===== src/rtl/ctrl_xfer_pkg.sv =====
package ctrl_xfer_pkg;
  typedef enum logic [2:0] {
    OP_JAL  = 3'd0,
    OP_JALR = 3'd1,
    OP_BEQ  = 3'd2,
    OP_BNE  = 3'd3,
    OP_BLT  = 3'd4,
    OP_BGE  = 3'd5,
    OP_BLTU = 3'd6,
    OP_BGEU = 3'd7
  } cx_op_e;
endpackage


===== src/rtl/cxu_cond.sv =====
module cxu_cond
  import ctrl_xfer_pkg::*;
#(
  parameter int XLEN = 64
) (
  input  logic [2:0]      op_i,
  input  logic [XLEN-1:0] a_i,
  input  logic [XLEN-1:0] b_i,
  input  logic            narrow_i,
  output logic            taken_o
);
  logic [XLEN-1:0] a_w, b_w;

  generate
    if (XLEN > 32) begin : g_narrow
      assign a_w = narrow_i ? {{(XLEN-32){a_i[31]}}, a_i[31:0]} : a_i;
      assign b_w = narrow_i ? {{(XLEN-32){b_i[31]}}, b_i[31:0]} : b_i;
    end else begin : g_wide
      logic unused_w;
      assign unused_w = narrow_i;
      assign a_w = a_i;
      assign b_w = b_i;
    end
  endgenerate

  logic eq_w, lts_w, ltu_w;
  assign eq_w  = (a_w == b_w);
  assign lts_w = ($signed(a_w) < $signed(b_w));
  assign ltu_w = (a_w < b_w);

  always_comb begin
    unique case (cx_op_e'(op_i))
      OP_BEQ:  taken_o = eq_w;
      OP_BNE:  taken_o = !eq_w;
      OP_BLT:  taken_o = lts_w;
      OP_BGE:  taken_o = !lts_w;
      OP_BLTU: taken_o = ltu_w;
      OP_BGEU: taken_o = !ltu_w;
      default: taken_o = 1'b0;
    endcase
  end
endmodule


===== src/rtl/cxu_target.sv =====
module cxu_target
  import ctrl_xfer_pkg::*;
#(
  parameter int XLEN = 64
) (
  input  logic [XLEN-1:0] pc_i,
  input  logic            len4_i,
  input  logic [2:0]      op_i,
  input  logic [XLEN-1:0] imm_i,
  input  logic [XLEN-1:0] rs1_i,
  input  logic            narrow_i,
  output logic [XLEN-1:0] tgt_o,
  output logic [XLEN-1:0] seq_o
);
  logic [XLEN-1:0] len_w, base_w, sum_w, tgt_w, seq_w;

  assign len_w  = {{(XLEN-3){1'b0}}, len4_i, ~len4_i, 1'b0};
  assign base_w = (op_i == OP_JALR) ? rs1_i : pc_i;
  assign sum_w  = base_w + imm_i;
  // register jump drops bit 0 of the sum
  assign tgt_w  = (op_i == OP_JALR) ? {sum_w[XLEN-1:1], 1'b0} : sum_w;
  assign seq_w  = pc_i + len_w;

  generate
    if (XLEN > 32) begin : g_narrow
      assign tgt_o = narrow_i ? {{(XLEN-32){tgt_w[31]}}, tgt_w[31:0]} : tgt_w;
      assign seq_o = narrow_i ? {{(XLEN-32){seq_w[31]}}, seq_w[31:0]} : seq_w;
    end else begin : g_wide
      logic unused_w;
      assign unused_w = narrow_i;
      assign tgt_o = tgt_w;
      assign seq_o = seq_w;
    end
  endgenerate
endmodule


===== src/rtl/ctrl_xfer_unit.sv =====
module ctrl_xfer_unit
  import ctrl_xfer_pkg::*;
#(
  parameter int XLEN = 64
) (
  input  logic            clk_i,
  input  logic            rst_ni,
  input  logic            valid_i,
  input  logic [XLEN-1:0] pc_i,
  input  logic            len4_i,
  input  logic [2:0]      op_i,
  input  logic [XLEN-1:0] imm_i,
  input  logic [XLEN-1:0] rs1_i,
  input  logic [XLEN-1:0] rs2_i,
  input  logic [4:0]      rd_i,
  input  logic            narrow_i,
  input  logic            compressed_en_i,
  output logic            valid_o,
  output logic [XLEN-1:0] next_pc_o,
  output logic [XLEN-1:0] link_o,
  output logic            link_we_o,
  output logic            misalign_o,
  output logic [XLEN-1:0] bad_addr_o
);
  logic            taken_w, is_jmp_w, redirect_w, trap_w, we_w;
  logic [XLEN-1:0] tgt_w, seq_w, npc_w;

  cxu_cond #(.XLEN(XLEN)) u_cond (
    .op_i     (op_i),
    .a_i      (rs1_i),
    .b_i      (rs2_i),
    .narrow_i (narrow_i),
    .taken_o  (taken_w)
  );

  cxu_target #(.XLEN(XLEN)) u_tgt (
    .pc_i     (pc_i),
    .len4_i   (len4_i),
    .op_i     (op_i),
    .imm_i    (imm_i),
    .rs1_i    (rs1_i),
    .narrow_i (narrow_i),
    .tgt_o    (tgt_w),
    .seq_o    (seq_w)
  );

  assign is_jmp_w   = (op_i == OP_JAL) || (op_i == OP_JALR);
  assign redirect_w = is_jmp_w || taken_w;
  assign trap_w     = redirect_w && !compressed_en_i && tgt_w[1];
  assign we_w       = is_jmp_w && (rd_i != 5'd0) && !trap_w;
  assign npc_w      = trap_w ? pc_i : (redirect_w ? tgt_w : seq_w);

  always_ff @(posedge clk_i or negedge rst_ni) begin
    if (!rst_ni) begin
      valid_o    <= 1'b0;
      next_pc_o  <= '0;
      link_o     <= '0;
      link_we_o  <= 1'b0;
      misalign_o <= 1'b0;
      bad_addr_o <= '0;
    end else begin
      valid_o <= valid_i;
      if (valid_i) begin
        next_pc_o  <= npc_w;
        link_o     <= seq_w;
        link_we_o  <= we_w;
        misalign_o <= trap_w;
        bad_addr_o <= trap_w ? tgt_w : '0;
      end
    end
  end

  p_trap_blocks_link_r8: assert property (@(posedge clk_i) disable iff (!rst_ni)
    valid_o && misalign_o |-> !link_we_o && next_pc_o == $past(pc_i));

  p_trap_gate_r3: assert property (@(posedge clk_i) disable iff (!rst_ni)
    valid_o && misalign_o |-> !$past(compressed_en_i) && bad_addr_o[1]);

  p_not_taken_quiet_r6: assert property (@(posedge clk_i) disable iff (!rst_ni)
    valid_o && misalign_o |-> $past(is_jmp_w || taken_w));

  p_jalr_even_r1: assert property (@(posedge clk_i) disable iff (!rst_ni)
    $past(valid_i && op_i == OP_JALR) && !misalign_o |-> !next_pc_o[0]);

  p_x0_no_write_r11: assert property (@(posedge clk_i) disable iff (!rst_ni)
    $past(valid_i && rd_i == 5'd0) |-> !link_we_o);

  p_narrow_ext_r2: assert property (@(posedge clk_i) disable iff (!rst_ni)
    $past(valid_i && narrow_i) && !misalign_o |->
      ((&next_pc_o[XLEN-1:31]) || !(|next_pc_o[XLEN-1:31])));

  p_valid_delay_r9: assert property (@(posedge clk_i) disable iff (!rst_ni)
    valid_o |-> $past(valid_i));
endmodule


===== config.mk =====
export PLATFORM = sky130hd
export DESIGN_NAME = ctrl_xfer_unit
export DESIGN_NICKNAME = d
export VERILOG_FILES = /design/src/rtl/ctrl_xfer_pkg.sv /design/src/rtl/cxu_cond.sv /design/src/rtl/cxu_target.sv /design/src/rtl/ctrl_xfer_unit.sv
export SDC_FILE = /design/constraint.sdc
export NUM_CORES = 1
export LEC_CHECK = 0
export BUFFER_PORTS_ARGS = -buffer_cell sky130_fd_sc_hd__buf_4
export CAP_MARGIN = 20
export CORE_MARGIN = 5
export CORE_UTILIZATION = 39
export CTS_CLUSTER_DIAMETER = 50
export CTS_CLUSTER_SIZE = 20
export DETAILED_ROUTE_END_ITERATION = 7
export PLACE_DENSITY = 0.75
export SYNTH_ARGS = -nofsm -noshare
export SYNTH_HDL_FRONTEND = slang
export SYNTH_HIERARCHICAL = 1
export SYNTH_SLANG_ARGS = --single-unit

===== constraint.sdc =====
create_clock -name clk_i -period 1.9 [get_ports clk_i]
set_clock_uncertainty 0.1 [all_clocks]
set_input_delay 0.095 -clock clk_i [delete_from_list [all_inputs] [get_ports clk_i]]
set_output_delay 0.095 -clock clk_i [all_outputs]
set_load 0.05 [all_outputs]

## Word level (Yosys, flattened, before mapping)

Cells that the tools add are included.

| operators by class | value |
|---|---|
| $add $sub $neg | 2 |
| magnitude comparators | 2 |
| equality and inequality tests | 8 |
| multiplexer cells | 10 |
| bitwise operators | 1 |
| reduce and logical (&&, ||, !) cells | 13 |

Operators with widths:

| cell | number |
|---|---|
| $mux 64 | 8 |
| $lt 64x64->1 | 2 |
| $add 64x3->64 | 1 |
| $add 64x64->64 | 1 |
| $eq 64x64->1 | 1 |
| $eq 3x3->1 const B | 4 |
| $eq 3x2->1 const B | 2 |
| $pmux 1 s6 | 1 |
| $logic_not 1->1 | 5 |
| $reduce_bool 5->1 | 1 |
| $logic_and 1x1->1 | 4 |
| $eq 3x1->1 const B | 1 |
| $logic_not 3->1 | 1 |
| $logic_or 1x1->1 | 2 |
| $mux 1 | 1 |
| $not 1->1 | 1 |

| storage, ports and cells | value |
|---|---|
| register bits after elaboration | 195 |
| input port bits | 270 |
| output and inout bits | 195 |
| word-level logic and storage cells | 42 |

## Logic depth before layout (Yosys ltp)

Gate-level depths: netlist of run 1.

| depth | value |
|---|---|
| depth in word-level cells | 9 |
| depth in mapped cells | 20 |
| depth with buffers taken out | 17 |

## Hierarchy

The synthesis of run 1 kept the hierarchy.

Modules (own cells, without submodules):

| module | instances | cells an instance | area each (sq um) | seq. area each (sq um) |
|---|---|---|---|---|
| ctrl_xfer_unit | 1 | 706 | 8,015.2 | 4,854.7 |
| cxu_target | 1 | 867 | 6,117.1 | 0.0 |
| cxu_cond | 1 | 312 | 2,013.2 | 0.0 |

## Worst setup path after synthesis of run 1

OpenSTA, ideal clock, no wires.

| timing path | value |
|---|---|
| path type | input to register |
| start | in op_i[1] |
| end | reg next_pc_o[50] |
| setup time | 0.142 ns |
| arrival | 4.268 ns |
| required time | 1.658 ns |
| path slack | -2.610 ns |
| stages | 19 |
| buffers on the path | 2 |
| path through | nor3b_1 > clkbuf_1 > clkbuf_1 > mux2_2 > ha_1 > inv_1 > fa_1 > and2b_1 > o2111ai_2 > a2111o_1 > a2111oi_4 > o21ai_2 > o211ai_4 > a31oi_4 > o21ai_4 > a2111oi_1 > or3_1 > mux2i_1 > o221ai_1 |

| between the ends | value |
|---|---|
| longest elaborated chain between the ends | 6 |
| elaborated cells on any way between the ends | 18 |
| classes of those cells | add/sub (1); eq/ne (7); mux (5); reduce/logical (5) |

RTL lines:

| what | line | source |
|---|---|---|
| from (decl) | ctrl_xfer_unit.sv:11 | `input logic [2:0] op_i,` |
| $eq 3x1->1 | cxu_target.sv:18 | `assign base_w = (op_i == OP_JALR) ? rs1_i : pc_i;` |
| $mux 64 | cxu_target.sv:18 |  |
| $add 64x64->64 | cxu_target.sv:19 | `assign sum_w = base_w + imm_i;` |
| $mux 64 | cxu_target.sv:26 | `assign tgt_o = narrow_i ? {{(XLEN-32){tgt_w[31]}}, tgt_w[31:0]} : tgt_w;` |
| net tgt_w[50] | ctrl_xfer_unit.sv:26 | `logic [XLEN-1:0] tgt_w, seq_w, npc_w;` |
| $mux 64 (2 in series) | ctrl_xfer_unit.sv:51 | `assign npc_w = trap_w ? pc_i : (redirect_w ? tgt_w : seq_w);` |
| to (signal assigned) | ctrl_xfer_unit.sv:64 | `next_pc_o <= npc_w;` |
| to (decl) | ctrl_xfer_unit.sv:19 | `output logic [XLEN-1:0] next_pc_o,` |

The timed path passes the listed nets, and every way through them passes these cells.
A chain may end at the register's enable or synchronous reset.

## Worst setup path after layout of run 1

| timing path | value |
|---|---|
| start | in op_i[1] |
| end | reg next_pc_o[52] |

Same word-level chain as after synthesis.

==> run summary, run 1 <==
outcome = complete, but fails checks
failing checks = negative setup slack
final setup violation count = 171
DR pass1 iterations = 5
Max clock buf depth = 2
Hold Crit Class = in -> reg
CP Cell Sequence = buf_6, nor3b_4, buf_6, buf_12, mux2_4, ha_4, a21oi_1, o21a_1, o31a_2, a2111oi_4, o21ai_4, o41a_1, o21ai_4, a21boi_1, xor2_1, o21ai_2, mux2i_1, o221ai_1
Startpoint Class = input pin
Crit-path slowest cell = a2111oi_4
Clk pin slew, worst setup/hold paths = 0.08 ns
Detail Route met3 WL = 6930 µm
Achievable Freq = 258.1 MHz
CTS Buf Count = 17
Residual DRC = 0
leakage = 0.01329 µW
Final Hold Fails = 0
normalized max-slew margin = 0.5642
GRT Residual Overflow = 0
Synth cell types = 82
htree depth = 4
Slew @ Worst Pin = 0.6372 ns
Die ar. = 45570 µm²
width of the die = 213.5 µm
Area Overhead vs Synth = 68.45%
Yosys reg bits = 194
Worst Setup End Kind = flip-flop
hpwl dp = 58450 µm
share of cells above drive strength 1 = 0.4666
DR top layer = met4
Hold Crit Start = pc_i[21]
Routed WL = 78700 µm
Initial DRC Count = 1545
Vias = 19484
Antenna Cells = 0
top_reg_cell synth = dfrtp_1
ANT nets after route = 0
largest net degree at the start of global routing = 78
Mean Syn Cell Area = 8.565 µm²
Sink Count = 194
CP max stage delay = 0.44 ns
Critical R2R Launch = link_o[0]$_DFFE_PN0P_
Multi-input gate area = 11550 µm²
CP arrival = 4.10 ns
Final min period = 3.875 ns
Area after DPL = 23940 µm²
core footprint = 40920 µm²
final cycle utilization of the critical path = 2.039
final slew viol count = 0
unrepaired setup endpoints after global routing = true
VDD IR-drop max = 0.6230 mV
Reg area = 4855 µm²
Synth Instances = 1885
GRT Overall Usage = 0.3196
first-pass GRT wire length = 113000 µm
synthesized cell area = 16150 µm²
I/O Buffers = 464
power per cell area = 754.5 nW/µm²
vias in the first global route = 19315
final setup margin = -1.975 ns
Setup crit start = op_i[1]
Final Cell Area = 27200 µm²
clk_lat worst skew = 0.46 ns
worst path required time = 2.13 ns
die height = 213.5 µm
warnings from Yosys = 6
NumNets Final = 3267
wire length on met2 = 37320 µm
MaxCap Viol Count = 0
Synth Net Count = 2287
Root Buffer = clkbuf_16
CP Max Fanout = 7
Post-synth EDFFs = 0
final setup TNS = -249.83 ns
Initial Utilization = 0.3945
vias per cell = 5.714
initial antenna violation count = 0
share of the yosys chip area belonging to registers = 0.3007
CTS tree = yes
Crit Path Category = in -> reg
WL/cell = 23.08 µm
gpl congestion = 0.9636
asr flop ratio synth = 1.000
# fillers = 3200
# IOs = 465
wire length on met1 = 29960 µm
Rows = 74
## report_power, final
group	leakage [µW]	total, µW	switching [µW]	internal (µW)
Sequential	0.00246	5240	484	4750
Combinational	0.0106	11700	6750	4930
Clock	0.000274	3600	1840	1760
Total	0.0133	20500	9080	11400
## layout by cell type, fill, tap and decap left out, types with 7 or more instances in the layout
cell,n
nand3_2,7
a21boi_1,23
o21bai_1,10
nand3_1,33
a21o_1,33
nor2_1,57
clkbuf_16,23
mux2_2,52
nand4_1,39
a22o_1,63
a31oi_1,9
nand2_2,13
o221ai_2,29
nand2_1,227
nor2b_1,7
a21oi_1,96
o221ai_1,32
buf_4,953
buf_16,9
dlygate4sd3_1,31
ha_4,23
buf_8,9
buf_6,27
o21a_1,19
buf_12,31
a21oi_2,20
inv_1,150
o21ai_2,11
dfrtp_1,194
xnor2_1,66
ha_1,106
mux2i_1,63
and3_1,11
xor2_1,47
o21ai_1,44
o21ai_0,114
o21ai_4,10
## final timing paths
check                                             endpoint  slack [ns]  depth (start not counted)
worst max-delay path             next_pc_o[52]$_DFFE_PN0P_       -1.97                         18
worst min-delay path             next_pc_o[21]$_DFFE_PN0P_        0.02                          4
worst max register to register       link_o[0]$_DFFE_PN0P_        0.64                          3
worst min register to register   next_pc_o[37]$_DFFE_PN0P_        0.40                          2
max in group asynchronous       bad_addr_o[55]$_DFFE_PN0P_        0.96                          3
min in group asynchronous            link_o[3]$_DFFE_PN0P_        0.08                          2
## registers in the layout, summed over array words and instances, names as in the netlist
register and flops:
link_o 64, valid_o 1, link_we_o 1, bad_addr_o 64, next_pc_o 64
## final cells by class
class | instances | share of cell area
Clock buffer | 18 | 0.01615
Inverter | 160 | 0.02277
Clock inverter | 14 | 0.004416
Multi-Input combinational cell | 1424 | 0.4247
Timing Repair Buffer | 1068 | 0.3290
Sequential cell | 194 | 0.1785
Tap cell | 532 | 0.02447
## through the flow
stage          cells  hold slack, ns  setup slack, ns  power [µW]    util
2_1_floorplan   1885         -0.3006           -2.156       10770       -
6_report        3410         0.02119           -1.975       20520  0.6646
5_1_grt         3410         0.01862           -2.153       21320  0.6646
4_1_cts         3372        0.001074           -1.878       19830  0.6424
3_5_place_dp    3262         0.01211           -2.541       15290  0.5849
3_3_place_gp    3262         0.01551           -2.546       15160  0.5849
## cell usage after synthesis (3+ instances only)
master,count,area (µm²)
a21o_1,33,247.7
and4_1,5,43.79
nand3_1,41,205.2
a221oi_1,6,52.55
or4_1,4,30.03
nor3_1,9,45.04
xor2_1,52,455.4
nand4_1,39,244.0
o21ai_0,165,825.8
or3_1,5,31.28
a22o_1,63,551.8
and2_1,4,25.02
xnor2_1,70,613.1
o21ba_2,3,30.03
mux2_2,57,641.9
inv_1,158,593.1
buf_4,14,105.1
o31ai_1,3,22.52
nand2b_1,6,37.54
nand2_1,242,908.4
nor4_1,8,50.05
and3_2,3,22.52
o21a_1,20,150.1
nor2b_1,9,56.30
a2111oi_0,4,35.03
o21bai_1,12,90.09
clkbuf_1,71,266.5
o21ai_1,9,45.04
a21boi_0,25,187.7
a211oi_1,7,52.55
o221ai_1,65,569.3
a31oi_1,14,87.58
dfrtp_1,194,4855
and3_1,12,75.07
mux2i_1,67,670.6
buf_2,9,45.04
ha_1,130,1627
o21ai_2,4,35.03
a21oi_1,119,595.6
nor2_1,62,232.7
buf_6,8,90.09
## metal layers
| metal | vias to the layer above | global-route usage |
|---|---|---|
| met2 | 1069 | 0.5376 |
| li1 | 8771 | - |
| met1 | 9399 | 0.3990 |
| met5 | - | 0 |
| met4 | 0 | 0.1450 |
| met3 | 245 | 0.06277 |
## cell families (layout without fill, tap and decap cells)
logic type / after synthesis / after routing / share of synthesized area
mux: 125 / 125 / 0.08199
compound gates: 585 / 585 / 0.2439
buf+inv: 268 / 1260 / 0.07385
fa+ha+maj: 132 / 132 / 0.1032
xor+xnor: 122 / 122 / 0.06618
simple gates: 459 / 460 / 0.1302
flops: 194 / 194 / 0.3007
## worst max-delay path: cells and delay by family
| family | cells | cell delay, ns |
|---|---|---|
| multiplexers | 2 | 0.49 |
| buffers and inverters | 3 | 0.47 |
| adder cells (fa/ha/maj) | 1 | 0.27 |
| AND/OR/NAND/NOR | 1 | 0.27 |
| AO/OA/AOI/OAI | 10 | 2.28 |
| XOR/XNOR | 1 | 0.21 |
## repair_timing
item,4_1_cts,5_1_grt
setup endpoints to repair,172,185
endpoints found under the hold margin,220,1
cloned,15,9
hold buffers,32,1
buffers inserted,33,36
pin swaps,48,95
gates resized for setup,181,124
No activity file was read; power rests on OpenSTA's default activity.
==> run 2: changes to the inputs <==
Settings changed: PLACE_DENSITY 0.75 to not set, SLEW_MARGIN set to 30.
==> run summary, run 2 (synthesis results as in run 1) <==
first-pass GRT wire length = 110500 µm (was 113000 µm)
hpwl dp = 58270 µm (was 58450 µm)
Sequential Power Share = 0.263 (was 0.255)
GRT Overall Usage = 0.3139 (was 0.3196)
MaxCap Viol Count = 0 (unchanged)
clock share of power = 0.199 (was 0.175)
outcome = complete, but fails checks (unchanged)
CP max stage delay = 0.46 ns (was 0.44 ns)
die height = 213.5 µm (unchanged)
Die ar. = 45570 µm² (unchanged)
Worst Setup End Kind = flip-flop (unchanged)
Setup crit start = op_i[2] (was op_i[1])
Sink Count = 194 (unchanged)
Root Buffer = clkbuf_16 (unchanged)
Clk pin slew, worst setup/hold paths = 0.08 ns (about the same)
commonest cells after routing, fill and taps aside = buf_4 (922), nand2_1 (233), dfrtp_1 (194) (was buf_4 (953), nand2_1 (227), dfrtp_1 (194))
htree depth = 4 (unchanged)
Area after DPL = 23900 µm² (was 23940 µm²)
final setup TNS = -220.26 ns (was -249.83 ns)
Internal Power = 11290 µW (was 11440 µW)
ANT nets after route = 0 (unchanged)
Hold Crit Start = pc_i[49] (was pc_i[21])
gpl congestion = 0.9486 (was 0.9636)
Crit Path Category = in -> reg (unchanged)
Hold Crit Class = in -> reg (unchanged)
CTS Buf Count = 17 (unchanged)
Design Power = 19770 µW (was 20520 µW)
unrepaired setup endpoints after global routing = true (unchanged)
Net Sw Frac = 0.4288 (was 0.4423)
final slew viol count = 0 (unchanged)
power share of the combinational group = 0.538 (was 0.569)
Worst Hold Margin = 0.008265 ns (was 0.02119 ns)
RR Endpoint = link_o[1]$_DFFE_PN0P_ (was link_o[0]$_DFFE_PN0P_)
Residual DRC = 0 (unchanged)
worst path required time = 2.18 ns (was 2.13 ns)
Final Cell Area = 26000 µm² (was 27200 µm²)
Reg2Reg Depth = 1 (was 3)
Crit-path slowest cell = a2111o_1 (was a2111oi_4)
width of the die = 213.5 µm (unchanged)
# fillers = 3518 (was 3200)
CP arrival = 4.08 ns (was 4.10 ns)
Final min period = 3.796 ns (was 3.875 ns)
CP Max Fanout = 5 (was 7)
WP buf/inv = 4 (was 3)
final cycle utilization of the critical path = 1.998 (was 2.039)
I/O Buffers = 464 (unchanged)
failing checks = negative setup slack (unchanged)
Achievable Freq = 263.4 MHz (was 258.1 MHz)
initial antenna violation count = 6 (was 0)
Initial Utilization = 0.3945 (unchanged)
Hold EP = next_pc_o[49]$_DFFE_PN0P_ (was next_pc_o[21]$_DFFE_PN0P_)
Startpoint Class = input pin (unchanged)
GRT Residual Overflow = 0 (unchanged)
NumNets Final = 3219 (was 3267)
Final Hold Fails = 0 (unchanged)
vias in the first global route = 18827 (was 19315)
largest net degree at the start of global routing = 129 (was 78)
reg2reg setup slack = 0.96 ns (was 0.64 ns)
# IOs = 465 (unchanged)
CP Cell Sequence = buf_8, nor3b_4, buf_6, mux2_4, ha_4, inv_2, fa_2, and2b_1, o2111ai_2, a2111o_1, a2111oi_4, o21ai_4, o41a_1, o21ai_2, buf_6, o21ai_2, xor2_1, a21oi_2, mux2i_1, o221ai_1 (was buf_6, nor3b_4, buf_6, buf_12, mux2_4, ha_4, a21oi_1, o21a_1, o31a_2, a2111oi_4, o21ai_4, o41a_1, o21ai_4, a21boi_1, xor2_1, o21ai_2, mux2i_1, o221ai_1)
Slew @ Worst Pin = 0.8308 ns (was 0.6372 ns)
core footprint = 40920 µm² (unchanged)
Rows = 74 (unchanged)
Sw Pwr = 8475 µW (was 9077 µW)
Vias = 18485 (was 19484)
VDD IR-drop max = 0.7000 mV (was 0.6230 mV)
Hold Crit Depth = 4 (unchanged)
Area Overhead vs Synth = 61.06% (was 68.45%)
CTS tree = yes (unchanged)
clk_lat worst skew = 0.47 ns (was 0.46 ns)
share of cells above drive strength 1 = 0.4311 (was 0.4666)
vias per cell = 5.488 (was 5.714)
power per cell area = 760.1 nW/µm² (was 754.5 nW/µm²)
delay-heaviest family, CP = compound AO/OA/AOI/OAI gates (unchanged)
normalized max-slew margin = 0.4318 (was 0.5642)
leakage = 0.01283 µW (was 0.01329 µW)
Critical R2R Launch = link_o[1]$_DFFE_PN0P_ (was link_o[0]$_DFFE_PN0P_)
DR pass1 iterations = 5 (unchanged)
WL/cell = 21.97 µm (was 23.08 µm)
final setup violation count = 172 (was 171)
biggest regs = bad_addr_o (64), link_o (64), next_pc_o (64) (unchanged)
Initial DRC Count = 1391 (was 1545)
Max clock buf depth = 2 (unchanged)
most common cell after layout, fill and taps aside = buf_4 (unchanged)
final setup margin = -1.896 ns (was -1.975 ns)
Routed WL = 73990 µm (was 78700 µm)
run 2: changes by cell type in the layout (fill, tap and decap cells not counted), moves of 8 or more:
cell and change:
o221ai_2 -23, dlygate4sd3_1 +24, o21ai_0 -8, o221ai_1 +27, a21oi_1 +9, buf_6 -13, o21ai_2 +12, ha_4 -8
buf_4 -31, buf_16 -8, ha_1 +8
run 2: cell type report:
cell class	count	area [µm²]	area share
multi-input cells	1423	11020	0.4239
repair buffers	1021	8212	0.3158
flip-flops and latches	194	4855	0.1867
well taps	532	665.6	0.02560
inverters	160	619.3	0.02382
clock buffers	19	442.9	0.01703
clock inverters	13	171.4	0.006592
diodes	6	15.01	0.0005774
run 2: metrics by stage:
stage / std cells / setup WS, ns / utilization
after floorplan: 1885 / -2.156 / -
after global placement: 3249 / -2.613 / 0.5840
after detailed placement: 3249 / -2.687 / 0.5840
after CTS: 3352 / -1.862 / 0.6274
after global routing: 3368 / -2.084 / 0.6354
final: 3368 / -1.896 / 0.6354
run 2: worst max path at each step:
stage	to	slack [ns]	cells past startpoint
global placement	next_pc_o[48]$_DFFE_PN0P_	-2.61	17
detailed placement	next_pc_o[48]$_DFFE_PN0P_	-2.69	17
CTS	next_pc_o[56]$_DFFE_PN0P_	-1.86	20
finish	next_pc_o[48]$_DFFE_PN0P_	-1.90	20
global route	next_pc_o[52]$_DFFE_PN0P_	-2.08	21
floorplan	next_pc_o[50]$_DFFE_PN0P_	-2.16	19
run 2: metal layers:
metal / share of wire / vias up / wire length, µm / GRT usage
li1: - / 8671 / - / -
met1: 0.42 / 8978 / 31370 / 0.4162
met2: 0.47 / 707 / 35020 / 0.5240
met3: 0.066 / 129 / 4884 / 0.04418
met4: 0.037 / 0 / 2720 / 0.1178
met5: 0 / - / 0 / 0
run 2: power groups by stage:
stage | Sequential, µW | Clock (µW) | Combinational, µW
final | 5200 | 3940 | 10600
after global routing | 5260 | 4170 | 11300
after CTS | 5180 | 3990 | 10400
after detailed placement | 5240 | 0 | 9930
after global placement | 5250 | 0 | 9870
after floorplan | 7380 | 0 | 3390
run 2: repair_timing:
action,in CTS,in global routing
gates resized for setup,127,50
hold buffers,51,4
setup endpoints to repair,173,178
hold endpoints to repair,200,2
gates cloned,1,0
pin swaps,34,26
buffers inserted,20,8
